[config.mk]
export PLATFORM = sky130hd
export DESIGN_NAME = pq_coalesce_unit
export DESIGN_NICKNAME = d
export VERILOG_FILES = /design/src/rtl/pq_pkg.sv /design/src/rtl/pq_bus_decode.sv /design/src/rtl/pq_source_cell.sv /design/src/rtl/pq_notify_arb.sv /design/src/rtl/pq_coalesce_unit.sv
export SDC_FILE = /design/constraint.sdc
export NUM_CORES = 1
export LEC_CHECK = 0
export CORE_AREA = 2 2 56 58
export CTS_CLUSTER_SIZE = 25
export DETAILED_ROUTE_END_ITERATION = 10
export DIE_AREA = 0 0 58 60
export DONT_BUFFER_PORTS = 1
export PLACE_DENSITY = 0.82
export SYNTH_ARGS = -nofsm -noshare
export SYNTH_HDL_FRONTEND = slang
export SYNTH_HIERARCHICAL = 1
export SYNTH_SLANG_ARGS = --single-unit
[constraint.sdc]
create_clock -name clk -period 6 [get_ports clk]
set_input_delay 0.6 -clock clk [delete_from_list [all_inputs] [get_ports clk]]
set_output_delay 0.6 -clock clk [all_outputs]
set_load 0.02 [all_outputs]
[src/rtl/pq_pkg.sv]
package pq_pkg;

   // decoded bus operation
   typedef enum logic [2:0] {
      OP_NONE,
      OP_GET,
      OP_SET,
      OP_EOI,
      OP_SWTRIG,
      OP_BADLD
   } bus_op_e;

   localparam logic [1:0] PQ_IDLE   = 2'b00;
   localparam logic [1:0] PQ_MASKED = 2'b01;
   localparam logic [1:0] PQ_PEND   = 2'b10;
   localparam logic [1:0] PQ_QUEUED = 2'b11;

   localparam logic [11:0] OFS_GET = 12'h800;
   localparam logic [11:0] OFS_EOI = 12'h000;

endpackage

[src/rtl/pq_bus_decode.sv]
module pq_bus_decode
   import pq_pkg::*;
#(
   parameter int NUM_SRC    = 4,
   parameter int PAGE_SHIFT = 12,
   localparam int IDX_W     = (NUM_SRC > 1) ? $clog2(NUM_SRC) : 1,
   localparam int ADDR_W    = PAGE_SHIFT + IDX_W + 1
) (
   input  logic              bus_req,
   input  logic              bus_we,
   input  logic [ADDR_W-1:0] bus_addr,
   output bus_op_e           op,
   output logic [IDX_W-1:0]  idx,
   output logic [1:0]        set_val
);

   logic [PAGE_SHIFT-1:0] ofs;
   logic [11:0]           ofs_lo;
   logic                  ofs_hi_zero;
   logic                  trig_rgn;
   logic                  idx_ok;

   assign ofs         = bus_addr[PAGE_SHIFT-1:0];
   assign ofs_lo      = ofs[11:0];
   assign ofs_hi_zero = (ofs >> 12) == '0;
   assign trig_rgn    = bus_addr[ADDR_W-1];
   assign idx         = bus_addr[PAGE_SHIFT +: IDX_W];
   assign idx_ok      = 32'(idx) < NUM_SRC;
   assign set_val     = ofs_lo[9:8];

   always_comb begin
      op = OP_NONE;
      if (bus_req) begin
         if (bus_we) begin
            if (idx_ok && trig_rgn)
               op = OP_SWTRIG;
            else if (idx_ok && ofs_hi_zero && ofs_lo == OFS_EOI)
               op = OP_EOI;
         end else begin
            op = OP_BADLD;
            if (idx_ok && !trig_rgn && ofs_hi_zero) begin
               if (ofs_lo == OFS_GET)
                  op = OP_GET;
               else if (ofs_lo[11:10] == 2'b11 && ofs_lo[7:0] == 8'h00)
                  op = OP_SET;
            end
         end
      end
   end

endmodule

[src/rtl/pq_source_cell.sv]
module pq_source_cell
   import pq_pkg::*;
(
   input  logic       clk,
   input  logic       rst_n,
   input  logic       hit,
   input  bus_op_e    op,
   input  logic [1:0] set_val,
   input  logic       hw_trig,
   input  logic       grant,
   output logic [1:0] pq,
   output logic       req
);

   logic [1:0] pq_mid;
   logic [1:0] pq_nxt;
   logic       eoi_ntf;
   logic       trg_ntf;
   logic       trig;

   // bus operation first
   always_comb begin
      pq_mid  = pq;
      eoi_ntf = 1'b0;
      if (hit) begin
         unique case (op)
            OP_SET: pq_mid = set_val;
            OP_EOI: begin
               if (pq == PQ_PEND)
                  pq_mid = PQ_IDLE;
               else if (pq == PQ_QUEUED) begin
                  pq_mid  = PQ_PEND;
                  eoi_ntf = 1'b1;
               end
            end
            default: pq_mid = pq;
         endcase
      end
   end

   // trigger evaluated on the post-bus state
   assign trig = hw_trig | (hit && op == OP_SWTRIG);

   always_comb begin
      pq_nxt  = pq_mid;
      trg_ntf = 1'b0;
      if (trig) begin
         if (pq_mid == PQ_IDLE) begin
            pq_nxt  = PQ_PEND;
            trg_ntf = 1'b1;
         end else if (pq_mid == PQ_PEND)
            pq_nxt = PQ_QUEUED;
      end
   end

   always_ff @(posedge clk) begin
      if (!rst_n) begin
         pq  <= PQ_IDLE;
         req <= 1'b0;
      end else begin
         pq  <= pq_nxt;
         req <= (req & ~grant) | eoi_ntf | trg_ntf;
      end
   end

   p_masked_hold_r4: assert property (@(posedge clk) disable iff (!rst_n)
      (pq == PQ_MASKED && !hit) |=> pq == PQ_MASKED);

   p_req_kept_r9: assert property (@(posedge clk) disable iff (!rst_n)
      (req && !grant) |=> req);

   p_ntf_sets_p_r3: assert property (@(posedge clk) disable iff (!rst_n)
      (eoi_ntf || trg_ntf) |=> (pq[1] && req));

endmodule

[src/rtl/pq_notify_arb.sv]
module pq_notify_arb #(
   parameter int NUM_SRC = 4,
   localparam int IDX_W  = (NUM_SRC > 1) ? $clog2(NUM_SRC) : 1
) (
   input  logic               clk,
   input  logic               rst_n,
   input  logic [NUM_SRC-1:0] req,
   input  logic               ready,
   output logic               valid,
   output logic [IDX_W-1:0]   src,
   output logic [NUM_SRC-1:0] grant
);

   logic             holding;
   logic [IDX_W-1:0] hold_idx;
   logic [IDX_W-1:0] pick;

   // lowest index wins
   always_comb begin
      pick = '0;
      for (int i = NUM_SRC - 1; i >= 0; i--)
         if (req[i]) pick = IDX_W'(i);
   end

   assign valid = |req;
   assign src   = holding ? hold_idx : pick;

   for (genvar g = 0; g < NUM_SRC; g++) begin : g_grant
      assign grant[g] = valid && ready && (src == IDX_W'(g));
   end

   always_ff @(posedge clk) begin
      if (!rst_n) begin
         holding  <= 1'b0;
         hold_idx <= '0;
      end else begin
         holding  <= valid && !ready;
         hold_idx <= src;
      end
   end

   p_stall_stable_r9: assert property (@(posedge clk) disable iff (!rst_n)
      (valid && !ready) |=> (valid && src == $past(src)));

   p_grant_single_r9: assert property (@(posedge clk) disable iff (!rst_n)
      $onehot0(grant));

endmodule

[src/rtl/pq_coalesce_unit.sv]
module pq_coalesce_unit
   import pq_pkg::*;
#(
   parameter int NUM_SRC    = 4,
   parameter int PAGE_SHIFT = 12,
   parameter int DATA_W     = 64,
   localparam int IDX_W     = (NUM_SRC > 1) ? $clog2(NUM_SRC) : 1,
   localparam int ADDR_W    = PAGE_SHIFT + IDX_W + 1
) (
   input  logic               clk,
   input  logic               rst_n,
   input  logic [NUM_SRC-1:0] trig_i,
   input  logic               bus_req,
   input  logic               bus_we,
   input  logic [ADDR_W-1:0]  bus_addr,
   output logic               rsp_valid,
   output logic [DATA_W-1:0]  rsp_data,
   output logic               ntf_valid,
   input  logic               ntf_ready,
   output logic [IDX_W-1:0]   ntf_src
);

   if (NUM_SRC < 2) begin : g_chk_src
      $error("pq_coalesce_unit: NUM_SRC must be at least 2");
   end
   if (PAGE_SHIFT < 12) begin : g_chk_page
      $error("pq_coalesce_unit: PAGE_SHIFT must be at least 12");
   end
   if (DATA_W < 2) begin : g_chk_data
      $error("pq_coalesce_unit: DATA_W must be at least 2");
   end

   bus_op_e            op;
   logic [IDX_W-1:0]   idx;
   logic [1:0]         set_val;
   logic [1:0]         pq   [NUM_SRC];
   logic [NUM_SRC-1:0] req;
   logic [NUM_SRC-1:0] grant;
   logic [1:0]         old_pq;

   pq_bus_decode #(
      .NUM_SRC   (NUM_SRC),
      .PAGE_SHIFT(PAGE_SHIFT)
   ) u_dec (
      .bus_req (bus_req),
      .bus_we  (bus_we),
      .bus_addr(bus_addr),
      .op      (op),
      .idx     (idx),
      .set_val (set_val)
   );

   for (genvar g = 0; g < NUM_SRC; g++) begin : g_src
      pq_source_cell u_cell (
         .clk    (clk),
         .rst_n  (rst_n),
         .hit    (op != OP_NONE && idx == IDX_W'(g)),
         .op     (op),
         .set_val(set_val),
         .hw_trig(trig_i[g]),
         .grant  (grant[g]),
         .pq     (pq[g]),
         .req    (req[g])
      );
   end

   pq_notify_arb #(
      .NUM_SRC(NUM_SRC)
   ) u_arb (
      .clk  (clk),
      .rst_n(rst_n),
      .req  (req),
      .ready(ntf_ready),
      .valid(ntf_valid),
      .src  (ntf_src),
      .grant(grant)
   );

   // state before this cycle's update
   always_comb begin
      old_pq = 2'b00;
      if (op == OP_GET || op == OP_SET)
         old_pq = pq[idx];
   end

   always_ff @(posedge clk) begin
      if (!rst_n) begin
         rsp_valid <= 1'b0;
         rsp_data  <= '0;
      end else begin
         rsp_valid <= bus_req && !bus_we;
         rsp_data  <= {{(DATA_W-2){1'b0}}, old_pq};
      end
   end

   p_load_answers_r1: assert property (@(posedge clk) disable iff (!rst_n)
      (bus_req && !bus_we) |=> rsp_valid);

   p_store_silent_r5: assert property (@(posedge clk) disable iff (!rst_n)
      (bus_req && bus_we) |=> !rsp_valid);

   p_upper_zero_r1: assert property (@(posedge clk) disable iff (!rst_n)
      rsp_valid |-> (rsp_data >> 2) == '0);

endmodule

Yosys cells after proc, flatten, opt, wreduce, memory -nomap -nowiden
Cells that the tools add are included.
{"block": "totals", "memories": 0, "latch_bits": 0, "romBits": 0, "regBits": 80, "ram_bits": 0, "elab_cells": 156}
{"block": "op_classes", "n_addsub": 0, "reduce_logical": 30, "n_mul": 0, "n_bitwise": 21, "div_mod_pow": 0, "magnitude_cmp": 1, "shift": 0, "mux": 67, "eq_ne": 24}
{"op": "two-way mux 2 bit", "n": 32}
{"op": "== test 2 bit (second input constant)", "n": 17}
{"op": "two-way mux 1 bit", "n": 24}
{"op": "two-way mux 3 bit", "n": 6}
{"op": "logical AND 1 bit", "n": 16}
{"op": "one-hot mux 2 bit (2 select lines)", "n": 4}
{"op": "== test 12 bit (second input constant)", "n": 1}
{"op": "zero test 12 bit", "n": 1}
{"op": "zero test 2 bit", "n": 6}
{"op": "bitwise OR 1 bit", "n": 12}
{"op": "zero test 8 bit", "n": 1}
{"op": "== test 3 x 2 -> 1 bit (second input constant)", "n": 2}
{"op": "bitwise AND 1 bit", "n": 4}
{"op": "binary-select mux 2 bit (select 2 bit)", "n": 1}
{"op": "== test 2 x 1 -> 1 bit (second input constant)", "n": 2}
{"op": "NOT 1 bit", "n": 4}
{"op": "OR reduction 4 bit", "n": 1}
{"op": "== test 3 x 1 -> 1 bit (second input constant)", "n": 1}
{"op": "== test 3 bit (second input constant)", "n": 1}
{"op": "greater-or-equal comparator 3 bit (second input constant)", "n": 1}
{"op": "NOT 2 -> 3 bit", "n": 1}
{"op": "nonzero test 3 bit", "n": 1}
{"op": "zero test 1 bit", "n": 2}
{"op": "AND reduction 2 bit", "n": 1}
{"op": "logical OR 1 bit", "n": 1}

Depth between registers and ports, before layout
Gate-level depths: netlist of run 1.
{"block": "logic_depth", "ltp_word": 14, "mapped_depth": 9, "depth_no_buf": 9}

By module
Netlist of run 1, hierarchy kept.
{"module": "pq_source_cell", "n_inst": 4, "seq_area_each_um2": 60.1, "cells_each": 23, "area_per_inst_um2": 196.4}
{"module": "pq_coalesce_unit", "n_inst": 1, "seq_area_each_um2": 60.1, "cells_each": 78, "area_per_inst_um2": 653.1}
{"module": "pq_notify_arb", "n_inst": 1, "seq_area_each_um2": 60.1, "cells_each": 20, "area_per_inst_um2": 196.4}
{"module": "pq_bus_decode", "n_inst": 1, "seq_area_each_um2": 0.0, "cells_each": 20, "area_per_inst_um2": 147.6}

Worst setup path before layout of run 1
No wires, ideal clock.
{"block": "synth_path", "path_kind": "input to register", "from": "in bus_addr[6]", "to": "reg g_src[1].u_cell.req", "stages": 9, "required_time_ns": 5.883, "path_buffers": 0, "t_arrival_ns": 3.273, "setup_slack_ns": 2.610, "cell_sequence": "or4_4 -> nor3_1 -> and3_1 -> nor3_1 -> nor3b_1 -> nand3b_4 -> or3b_4 -> and3_1 -> a22o_1"}
{"block": "synth_between", "elab_chain_cells": 14}
{"item": "start: declaration", "line_no": "pq_coalesce_unit.sv:15", "source": "input logic [ADDR_W-1:0] bus_addr,"}
{"item": "zero test 8 bit", "line_no": "pq_bus_decode.sv:44", "source": "else if (ofs_lo[11:10] == 2'b11 && ofs_lo[7:0] == 8'h00)"}
{"item": "logical AND 1 bit", "line_no": "pq_bus_decode.sv:44"}
{"item": "two-way mux 3 bit", "line_no": "pq_bus_decode.sv:44"}
{"item": "two-way mux 3 bit", "line_no": "pq_bus_decode.sv:42", "source": "if (ofs_lo == OFS_GET)"}
{"item": "two-way mux 3 bit", "line_no": "pq_bus_decode.sv:41", "source": "if (idx_ok && !trig_rgn && ofs_hi_zero) begin"}
{"item": "two-way mux 3 bit (*)", "line_no": "pq_bus_decode.sv:34", "source": "if (bus_we) begin"}
{"item": "two-way mux 3 bit (*)", "line_no": "pq_bus_decode.sv:33", "source": "if (bus_req) begin"}
{"item": "net op[1]", "line_no": "pq_coalesce_unit.sv:33", "source": "bus_op_e op;"}
{"item": "== test 3 x 2 -> 1 bit / nonzero test 3 bit (equally long branches)", "line_no": "pq_source_cell.sv:26, pq_coalesce_unit.sv:57"}
{"item": "one-hot mux 2 bit (2 select lines) / logical AND 1 bit (equally long branches)", "line_no": "pq_source_cell.sv:26, pq_coalesce_unit.sv:57"}
{"item": "two-way mux 2 bit", "line_no": "pq_source_cell.sv:25", "source": "if (hit) begin"}
{"item": "zero test 2 bit", "line_no": "pq_source_cell.sv:48", "source": "if (pq_mid == PQ_IDLE) begin"}
{"item": "two-way mux 1 bit", "line_no": "pq_source_cell.sv:48"}
{"item": "two-way mux 1 bit", "line_no": "pq_source_cell.sv:47", "source": "if (trig) begin"}
{"item": "bitwise OR 1 bit (*)", "line_no": "pq_source_cell.sv:62", "source": "req <= (req & ~grant) | eoi_ntf | trg_ntf;"}
{"item": "end signal: assignment", "line_no": "pq_source_cell.sv:62"}
{"item": "end: declaration", "line_no": "pq_source_cell.sv:12", "source": "output logic req"}
Mark *: on every way through the listed nets, which the timed path passes. The rest lies on a longest branch.
A chain may end at the register's enable or synchronous reset.

Worst setup path in the final report of run 1
{"block": "layout_path", "from": "in bus_addr[6]", "to": "reg g_src[2].u_cell.req"}
{"block": "layout_between", "elab_chain_cells": 14}
{"item": "zero test 8 bit", "line_no": "pq_bus_decode.sv:44"}
{"item": "logical AND 1 bit", "line_no": "pq_bus_decode.sv:44"}
{"item": "two-way mux 3 bit", "line_no": "pq_bus_decode.sv:44"}
{"item": "two-way mux 3 bit", "line_no": "pq_bus_decode.sv:42"}
{"item": "two-way mux 3 bit", "line_no": "pq_bus_decode.sv:41"}
{"item": "two-way mux 3 bit (*)", "line_no": "pq_bus_decode.sv:34"}
{"item": "two-way mux 3 bit (*)", "line_no": "pq_bus_decode.sv:33"}
{"item": "net op[1]", "line_no": "pq_coalesce_unit.sv:33"}
{"item": "== test 3 x 2 -> 1 bit / nonzero test 3 bit (equally long branches)", "line_no": "pq_source_cell.sv:26, pq_coalesce_unit.sv:57"}
{"item": "one-hot mux 2 bit (2 select lines) / logical AND 1 bit (equally long branches)", "line_no": "pq_source_cell.sv:26, pq_coalesce_unit.sv:57"}
{"item": "two-way mux 2 bit", "line_no": "pq_source_cell.sv:25"}
{"item": "zero test 2 bit", "line_no": "pq_source_cell.sv:48"}
{"item": "two-way mux 1 bit", "line_no": "pq_source_cell.sv:48"}
{"item": "two-way mux 1 bit", "line_no": "pq_source_cell.sv:47"}
{"item": "bitwise OR 1 bit (*)", "line_no": "pq_source_cell.sv:62"}
{"item": "end signal: assignment", "line_no": "pq_source_cell.sv:62"}
{"item": "end: declaration", "line_no": "pq_source_cell.sv:12"}
Marked as above.

==> summary.txt, run 1 <==
Outcome
  – Status: completed

Finish
  – Footprint of the multi-input gates: 0.001134 sq mm
  – Ratio of cells with drive above 1 in the final layout: 10.05%
  – FF+latch area: 360.3 sq um
  – Final core utilization: 54.91%
  – Commonest non-fill, non-tap cell in the layout: conb_1
  – Synth-to-layout area growth: -10.60%
  – Fill count: 294
  – Most frequent cells in the layout: conb_1 (62), dfxtp_1 (18), nand2_1 (14)
  – Inserted Diodes: 0
  – Nets: 234

Floorplan
  – Initial Util: 61.42%
  – Die Area: 0.003480 sq mm
  – Cell row count: 20
  – Placeable Area: 0.002903 sq mm
  – Die Ht: 60 um
  – DIE WIDTH: 58 um
  – I/O pin count: 92

GRT
  – Largest net degree at the start of global routing: 23
  – Global-route wire length before repair: 4.374 mm
  – Initial antenna violation count: 0
  – Vias in the first global route: 1055
  – All-Layer GR Usage: 16.80%
  – GRT overflow: 0

Timing
  – Post-route setup TNS: 0 ns
  – Worst Tran Pin Value: 0.9471 ns
  – Final setup skew: 0.003353 ns
  – WHS: 0.4047 ns
  – Final hold violations: 0
  – Slew Limit Fails: 0
  – Final Cycle Share: 55.69%
  – Final min period: 3.342 ns
  – Setup violations, final: 0
  – Fmax: 0.2993 GHz
  – RSZ-0062 raised after global routing: no
  – Max-slew headroom: 36.17%

Hold path
  – Worst Hold Endpoint: g_src[1].u_cell/pq[0]$_SDFF_PN0_
  – Worst Hold Launch: rst_n
  – Min-delay worst type: in -> reg
  – Hold Path Cell Cnt: 1

Setup path
  – CP Buf/Inv Count: 0
  – CP max stage delay: 0.61 ns
  – CP Launch Type: primary input
  – Arr. time, crit path: 3.55 ns
  – Crit end category: register
  – Worst Path Max Fanout: 10
  – Critical path class: in -> reg
  – Worst Path Required: 6.21 ns
  – Delay-heaviest family, CP: simple AND/OR/NAND/NOR gates
  – Crit-path slowest cell: and3_1
  – Reg2Reg Depth: 4
  – R2R Setup Slk: 4.06 ns
  – Cell Chain, Critical Path: or4_4 -> nor3_1 -> and3_1 -> nor3_1 -> nor3b_1 -> nand3b_4 -> or3b_4 -> and3_1 -> a22o_1
  – Reg-to-Reg Start: g_src[1].u_cell/req$_SDFF_PN0_
  – R2r endpoint: g_src[3].u_cell/req$_SDFF_PN0_

Clock tree
  – Clock Pin Slew Worst Setup and Hold Paths: 0.10 ns
  – Htree depth: 1
  – CTS tree: done
  – Root Buffer: clkbuf_4
  – Total CTS buffers: 3
  – Worst-Skew Late Latency: 0.31 ns
  – Hold_buf cts: 0
  – CTS sink cnt: 18
  – CTS max path bufs: 2
  – Post-CTS Setup Inserts: 0
  – # resized after CTS: 0

Logic synthesis
  – Post-synth cell types: 37
  – Synth Instances: 210
  – Yosys warns: 6
  – Mapped Area: 0.001783 sq mm
  – Flops & latches, synth: 18
  – Avg Inst Size Synth: 8.490 sq um
  – Post-synthesis sequential area ratio: 20.21%

Drt
  – DR top layer: met4
  – DR DRC count: 0
  – Metal2 WL: 1.470 mm
  – Initial DRC count: 30
  – Via density: 5.165
  – Via Count: 1250
  – Met1 Wirelength: 1.138 mm
  – Post-Route WL: 2.929 mm
  – Final ANT Viol Nets: 0
  – Met3 wire length: 258 um
  – TritonRoute pass-1 iters: 4
  – Routed len/inst: 12.10 um

Power and ir drop
  – Leakage power: 0.8501 nW
  – Total power: 0.3219 mW
  – Power Dens Cells: 201.9 mW/mm^2
  – Peak VDD IR: 0.0001252 V

Place
  – Port Buffers: 0
  – DP HPWL: 2.309 mm
  – GP Congestion: 0.8021

Run
  – Max-cap viol count: 0
## metal layers
metal / up-vias / global-route usage [%]
met5: - / 0
met4: 0 / 10.96
met3: 5 / 4.113
met2: 65 / 28.41
met1: 563 / 18.81
li1: 617 / -
## through the flow
stage                     area (sq um)  std cells  worst slack, ns
after CTS                         1594        242            2.672
after floorplan                   2012        271            2.610
after global placement            1558        238            2.408
after detailed placement          1558        238            2.333
after global routing              1594        242            2.428
final                             1594        242            2.658
## state kept, by name, indices dropped and copies added (netlist names)
signal            count
g_src.u_cell/pq       8
g_src.u_cell/req      4
rsp_data              2
rsp_valid             1
u_arb/hold_idx        2
u_arb/holding         1
## logic make-up after synthesis
family	Yosys count	share of synthesized area, %
AO/OA/AOI/OAI	39	16.63
flip-flops	18	20.21
buffers and inverters	72	29.05
AND/OR/NAND/NOR	76	29.90
other	1	0.2103
multiplexers	3	3.509
XOR/XNOR	1	0.4913
## cell type report
| cell class | count | area share [%] |
|---|---|---|
| clock buffers | 4 | 2.276 |
| inverters | 6 | 1.413 |
| multi-input cells | 181 | 71.11 |
| flip-flops and latches | 18 | 22.61 |
| well taps | 33 | 2.590 |
## power by group
group | total, mW | internal, mW | switching, mW
logic | 0.104 | 0.0335 | 0.0703
clock network | 0.0771 | 0.0371 | 0.0400
registers | 0.141 | 0.130 | 0.0106
## synthesized netlist by cell type
| cell | count | area, sq um |
|---|---|---|
| a21bo_1 | 1 | 10.01 |
| a21oi_1 | 4 | 20.02 |
| a221oi_2 | 1 | 15.01 |
| a22o_1 | 4 | 35.03 |
| a31oi_1 | 5 | 31.28 |
| and2_1 | 6 | 37.54 |
| and3_1 | 7 | 43.79 |
| and3b_1 | 3 | 26.28 |
| and3b_2 | 1 | 10.01 |
| buf_4 | 66 | 495.5 |
| conb_1 | 1 | 3.750 |
| dfxtp_1 | 18 | 360.4 |
| inv_1 | 6 | 22.52 |
| mux2i_1 | 1 | 10.01 |
| mux4_1 | 2 | 52.55 |
| nand2_1 | 14 | 52.55 |
| nand2_4 | 1 | 11.26 |
| nand2b_1 | 1 | 6.260 |
| nand3b_4 | 4 | 80.08 |
| nor2_1 | 6 | 22.52 |
| nor2b_1 | 7 | 43.79 |
| nor3_1 | 8 | 40.04 |
| nor3b_1 | 7 | 52.55 |
| nor3b_2 | 1 | 12.51 |
| nor4_1 | 1 | 6.260 |
| o21a_1 | 8 | 60.06 |
| o21ai_0 | 5 | 25.02 |
| o21bai_1 | 1 | 7.510 |
| o22ai_1 | 4 | 25.02 |
| o31a_1 | 4 | 35.03 |
| o41ai_2 | 2 | 32.53 |
| or2_2 | 1 | 6.260 |
| or3_1 | 1 | 6.260 |
| or3b_4 | 4 | 45.04 |
| or4_1 | 1 | 7.510 |
| or4_4 | 2 | 22.52 |
| xor2_1 | 1 | 8.760 |
## worst max path at each step
| stage | start | to | depth (start not counted) |
|---|---|---|---|
| 6_report | bus_addr[6] | g_src[2].u_cell/req$_SDFF_PN0_ | 9 |
| 5_1_grt | bus_addr[6] | g_src[1].u_cell/req$_SDFF_PN0_ | 9 |
| 4_1_cts | bus_addr[6] | g_src[1].u_cell/req$_SDFF_PN0_ | 9 |
| 3_5_place_dp | bus_addr[6] | g_src[1].u_cell/req$_SDFF_PN0_ | 9 |
| 3_3_place_gp | bus_addr[6] | g_src[1].u_cell/req$_SDFF_PN0_ | 9 |
| 2_1_floorplan | bus_addr[6] | g_src[1].u_cell/req$_SDFF_PN0_ | 9 |
Note: power is estimated with default switching activity, not from simulation.
==> inputs of run 2 (changes only) <==
Settings changed: CORE_AREA 2 2 56 58 to 2 2 59 61, DIE_AREA 0 0 58 60 to 0 0 61 63, PLACE_DENSITY 0.82 to 0.78.
Clock period 6 ns to 3 ns, I/O delays scaled along.
==> summary.txt, run 2 (synthesized netlist as in run 1, its figures left out) <==
Setup path
  – CP Launch Type: primary input
  – Critical path class: in -> reg
  – Arr. time, crit path: 2.72 ns (-0.83 ns)
  – Worst Path Required: 3.19 ns (-3.02 ns)
  – Crit end category: register
  – Worst Path Max Fanout: 6 (-4)

Timing
  – Slew Limit Fails: 0 (unchanged)
  – Final hold violations: 0 (unchanged)
  – Final min period: 2.525 ns
  – Post-route setup TNS: 0 ns (unchanged)
  – Final setup skew: 0.008283 ns (+0.004930 ns)
  – Setup violations, final: 0 (unchanged)
  – Final Cycle Share: 84.18%
  – Max-slew headroom: 53.16% (+17 points)
  – Worst Tran Pin Value: 0.7026 ns (-0.2445 ns)
  – Fmax: 0.3960 GHz
  – RSZ-0062 raised after global routing: no

Run
  – Max-cap viol count: 0 (unchanged)

Clock tree
  – Total CTS buffers: 3 (unchanged)
  – CTS tree: done
  – Root Buffer: clkbuf_4
  – # resized after CTS: 0 (unchanged)
  – Htree depth: 1 (unchanged)
  – CTS max path bufs: 2 (unchanged)
  – Clock Pin Slew Worst Setup and Hold Paths: 0.10 ns (about the same)
  – CTS sink cnt: 18 (unchanged)
  – Worst-Skew Late Latency: 0.30 ns (about the same)
  – Hold_buf cts: 0 (unchanged)
  – Post-CTS Setup Inserts: 0 (unchanged)

Finish
  – Commonest non-fill, non-tap cell in the layout: conb_1
  – Post-route cell area: 0.001628 sq mm (+2.1%)
  – Number of flip-flops in the largest register: 8 (unchanged)
  – Fill count: 351 (+19%)
  – Top reg by flops: g_src.u_cell/pq
  – Ratio of cells with drive above 1 in the final layout: 12.26% (+2.2 points)
  – FF+latch area: 360.3 sq um (unchanged)
  – Synth-to-layout area growth: -8.702%
  – Biggest registers after layout: g_src.u_cell/pq x8, g_src.u_cell/req x4
  – Footprint of the multi-input gates: 0.001135 sq mm (+0.11%)
  – Inserted Diodes: 0 (unchanged)
  – Most frequent cells in the layout: conb_1 (62), dfxtp_1 (18), nand2_1 (14)
  – Nets: 238 (+1.7%)

Drt
  – DR DRC count: 0 (unchanged)
  – Final ANT Viol Nets: 0 (unchanged)
  – Routed len/inst: 11.09 um (-8.4%)
  – Post-Route WL: 2.860 mm (-2.4%)
  – Via Count: 1257 (+0.56%)
  – Initial DRC count: 20 (-33%)
  – TritonRoute pass-1 iters: 4 (unchanged)
  – Via density: 4.872 (-5.7%)

GRT
  – Global-route wire length before repair: 4.574 mm (+4.6%)
  – All-Layer GR Usage: 15.62% (-1.2 points)
  – GRT overflow: 0 (unchanged)
  – Largest net degree at the start of global routing: 22 (-4.3%)
  – Initial antenna violation count: 0 (unchanged)
  – Vias in the first global route: 1059 (+0.38%)

Place
  – Area after DPL: 0.001605 sq mm (+3.1%)
  – GP Congestion: 0.7788 (-2.9%)
  – Port Buffers: 0 (unchanged)
  – DP HPWL: 2.321 mm (+0.53%)

Floorplan
  – Placeable Area: 0.003232 sq mm (+11%)
  – Die Ht: 63 um (+5.0%)
  – Cell row count: 21 (+5.0%)
  – Initial Util: 55.17% (-6.3 points)
  – I/O pin count: 92 (unchanged)
  – DIE WIDTH: 61 um (+5.2%)
  – Die Area: 0.003843 sq mm (+10%)

Power and ir drop
  – Leakage power: 0.8580 nW (+0.93%)
  – Sequential share of power: 46.1% (+2.3 points)
  – Comb power frac: 34.7% (+2.4 points)
  – Peak VDD IR: 0.0003062 V (+140%)
  – Sw Share: 37.98% (+0.42 points)
  – Total power: 0.6122 mW (+90%)
  – Power Dens Cells: 376.1 mW/mm^2 (+86%)
  – Pint: 0.3797 mW (+89%)
  – Net Sw Power: 0.2325 mW (+92%)
  – Clock group share of total power: 19.2% (-4.7 points)

Hold path
  – Min-delay worst type: in -> reg

Outcome
  – Status: completed
run 2: metal layers:
layer / global-route usage (%) / vias to the layer above / wire length [um]
met5: 0 / - / 0
met1: 18.30 / 571 / 1202
met2: 25.67 / 60 / 1382
met4: 6.522 / 0 / 50
met3: 4.762 / 5 / 224
li1: - / 621 / -
run 2: worst max-delay path, cell delays in order:
cell      delay [ns]
or4_4           0.53
nor4_1          0.28
a21bo_2         0.18
nor3_1          0.07
nor3b_1         0.41
nand3b_4        0.16
or3b_4          0.43
and3_1          0.17
a22o_1          0.17
run 2: worst paths after layout:
path | startpoint | end | cells after the start | slack, ns
min reg2reg | g_src[3].u_cell/pq[0]$_SDFF_PN0_ | g_src[3].u_cell/pq[0]$_SDFF_PN0_ | 2 | 0.65
max | bus_addr[6] | g_src[2].u_cell/req$_SDFF_PN0_ | 9 | 0.47
max reg2reg | u_arb/holding$_SDFF_PN0_ | g_src[1].u_cell/req$_SDFF_PN0_ | 5 | 1.18
min | rst_n | g_src[1].u_cell/pq[1]$_SDFF_PN0_ | 1 | 0.11
run 2: power groups by stage:
stage / logic (mW) / registers, mW / clock network [mW]
after global placement: 0.210 / 0.287 / 0
after detailed placement: 0.212 / 0.288 / 0
after CTS: 0.213 / 0.282 / 0.125
after floorplan: 0.257 / 0.281 / 0
final: 0.213 / 0.282 / 0.117
after global routing: 0.234 / 0.285 / 0.138
run 2: area by class of cell:
type	instances	area share, %
Multi-Input combinational cell	181	69.72
Sequential cell	18	22.14
Tap cell	46	3.536
Timing Repair Buffer	4	1.845
Clock buffer	3	1.384
Inverter	6	1.384
run 2: through the flow:
stage | worst slack (ns) | utilization [%] | std cells | hold WS (ns)
finish | 0.4746 | 50.37 | 258 | 0.1147
floorplan | 0.06497 | - | 271 | 0.4178
global placement | 0.1903 | 49.67 | 255 | 0.4217
global route | 0.2888 | 50.37 | 258 | 0.08945
CTS | 0.4753 | 50.37 | 258 | 0.1009
detailed placement | 0.1621 | 49.67 | 255 | 0.4239
==> inputs of run 3 (changes only) <==
Clock period 3 ns to 2.2 ns, I/O delays scaled along.
==> summary.txt, run 3 (synthesized netlist as in run 1, its figures left out) <==
GRT
  – Largest net degree at the start of global routing: 22 (unchanged)
  – All-Layer GR Usage: 17.00% (+1.4 points)
  – GRT overflow: 0 (unchanged)
  – Vias in the first global route: 1187 (+12%)
  – Global-route wire length before repair: 5.057 mm (+11%)
  – Initial antenna violation count: 0 (unchanged)

Timing
  – Worst Tran Pin Value: 0.5382 ns (-0.1644 ns)
  – Final Cycle Share: 101.3%
  – RSZ-0062 raised after global routing: yes
  – Final setup skew: 0.003815 ns (-0.004468 ns)
  – Setup violations, final: 2 (+2)
  – Final min period: 2.229 ns
  – Slew Limit Fails: 0 (unchanged)
  – Setup ws final: -0.02854 ns (-0.5032 ns)
  – Post-route setup TNS: -0.04102 ns (-0.04102 ns)
  – Fmax: 0.4487 GHz
  – Final hold violations: 0 (unchanged)
  – Max-slew headroom: 63.73% (+11 points)

Finish
  – Finished Layout Cells: 275 (+6.6%)
  – Number of flip-flops in the largest register: 8 (unchanged)
  – Nets: 254 (+6.7%)
  – Commonest non-fill, non-tap cell in the layout: conb_1
  – Top reg by flops: g_src.u_cell/pq
  – Footprint of the multi-input gates: 0.001282 sq mm (+13%)
  – FF+latch area: 360.3 sq um (unchanged)
  – Inserted Diodes: 0 (unchanged)
  – Fill count: 319 (-9.1%)
  – Biggest registers after layout: g_src.u_cell/pq x8, g_src.u_cell/req x4
  – Most frequent cells in the layout: conb_1 (62), buf_4 (19), dfxtp_1 (18)
  – Synth-to-layout area growth: 7.228%
  – Ratio of cells with drive above 1 in the final layout: 26.20% (+14 points)

Clock tree
  – Total CTS buffers: 3 (unchanged)
  – CTS max path bufs: 2 (unchanged)
  – Clock Pin Slew Worst Setup and Hold Paths: 0.11 ns (about the same)
  – Htree depth: 1 (unchanged)
  – CTS tree: done
  – Worst-Skew Late Latency: 0.32 ns (+0.02 ns)
  – Root Buffer: clkbuf_4
  – CTS sink cnt: 18 (unchanged)

Floorplan
  – Placeable Area: 0.003232 sq mm (unchanged)
  – I/O pin count: 92 (unchanged)
  – Cell row count: 21 (unchanged)
  – Initial Util: 55.17% (unchanged)
  – Die Ht: 63 um (unchanged)
  – Die Area: 0.003843 sq mm (unchanged)
  – DIE WIDTH: 61 um (unchanged)

Power and ir drop
  – Leakage power: 0.9784 nW (+14%)
  – Peak VDD IR: 0.0003034 V (-0.90%)
  – Power Dens Cells: 492.2 mW/mm^2 (+31%)

Place
  – DP HPWL: 2.589 mm (+12%)
  – DP Cell Count: 269 (+5.5%)
  – Port Buffers: 0 (unchanged)
  – GP Congestion: 0.7583 (-2.6%)

Hold path
  – Worst Hold Endpoint: g_src[2].u_cell/pq[1]$_SDFF_PN0_
  – Hold Path Cell Cnt: 1 (unchanged)
  – Worst Hold Launch: rst_n
  – Min-delay worst type: in -> reg

Drt
  – Routed len/inst: 12.43 um (+12%)
  – Met3 wire length: 243 um (+8.5%)
  – Via Count: 1359 (+8.1%)
  – TritonRoute pass-1 iters: 4 (unchanged)
  – Post-Route WL: 3.419 mm (+20%)
  – DR DRC count: 0 (unchanged)
  – Initial DRC count: 33 (+65%)
  – Final ANT Viol Nets: 0 (unchanged)
  – Met1 Wirelength: 1.379 mm (+15%)
  – Metal2 WL: 1.724 mm (+25%)
  – Via density: 4.942 (+1.4%)
  – DR top layer: met4

Setup path
  – Crit end category: register
  – Arr. time, crit path: 2.45 ns (-0.27 ns)
  – Reg-to-Reg Start: g_src[1].u_cell/req$_SDFF_PN0_
  – R2R Setup Slk: 0.55 ns (-0.63 ns)
  – CP Launch Type: primary input
  – R2r endpoint: g_src[3].u_cell/req$_SDFF_PN0_
  – Reg2Reg Depth: 5 (unchanged)
  – Worst Path Max Fanout: 6 (unchanged)
  – Critical path class: in -> reg
  – Worst Path Required: 2.42 ns (-0.77 ns)

Outcome
  – Status: complete, but fails checks
  – Failing checks: setup timing

Run
  – Max-cap viol count: 0 (unchanged)
## run 3: timing repair
action	in CTS	in global routing
endpoints found under the hold margin	0	5
pin swaps	1	4
setup buffers	0	1
setup endpoints to repair	3	10
resized for setup	1	8
hold buffers	0	1
## run 3: layer usage
layer | vias to the layer above | GRT usage [%]
li1 | 650 | -
met4 | 0 | 6.522
met2 | 59 | 27.42
met1 | 642 | 21.33
met3 | 8 | 4.141
met5 | - | 0
## run 3: worst max path at each step
stage / from / to / slack, ns / cells past startpoint
after floorplan: bus_addr[9] / g_src[2].u_cell/req$_SDFF_PN0_ / -0.40 / 9
after global placement: bus_addr[6] / g_src[2].u_cell/req$_SDFF_PN0_ / -0.32 / 9
after detailed placement: bus_addr[6] / g_src[1].u_cell/req$_SDFF_PN0_ / -0.35 / 10
after CTS: bus_addr[6] / g_src[1].u_cell/req$_SDFF_PN0_ / 0.00005 / 10
after global routing: bus_addr[6] / g_src[3].u_cell/pq[0]$_SDFF_PN0_ / -0.09 / 9
final: bus_addr[1] / g_src[3].u_cell/pq[0]$_SDFF_PN0_ / -0.03 / 9
## run 3: final cells by class
type / instances / share of cell area (%)
clock buffer: 4 / 1.898
inverter: 6 / 1.178
multi-input combinational: 181 / 67.08
sequential: 18 / 18.85
tap: 46 / 3.010
timing repair buffer: 20 / 7.984
## run 3: metrics by stage
stage | total power [mW] | instance area (sq um) | util (%) | hold slack, ns | worst slack (ns)
6_report | 0.9411 | 1912 | 59.16 | 0.01742 | -0.02854
5_1_grt | 0.9939 | 1912 | 59.16 | 0.001876 | -0.08706
4_1_cts | 0.9267 | 1846 | 57.10 | 0.01291 | 0.00004508
3_5_place_dp | 0.7092 | 1803 | 55.79 | 0.3434 | -0.3488
3_3_place_gp | 0.7040 | 1803 | 55.79 | 0.3435 | -0.3187
2_1_floorplan | 0.7485 | 2106 | - | 0.3375 | -0.4025
## run 3: report_power, final
group / internal (mW) / switching, mW
sequential: 0.356 / 0.0300
combinational: 0.125 / 0.210
clock: 0.101 / 0.120
## run 3: worst max-delay path, cell delays in order
cell	delay, ns
or3_1	0.47
o41ai_4	0.32
a21bo_4	0.27
nor3_4	0.34
and3b_2	0.29
nand3b_4	0.11
or3b_4	0.15
a21oi_2	0.05
o31a_1	0.23
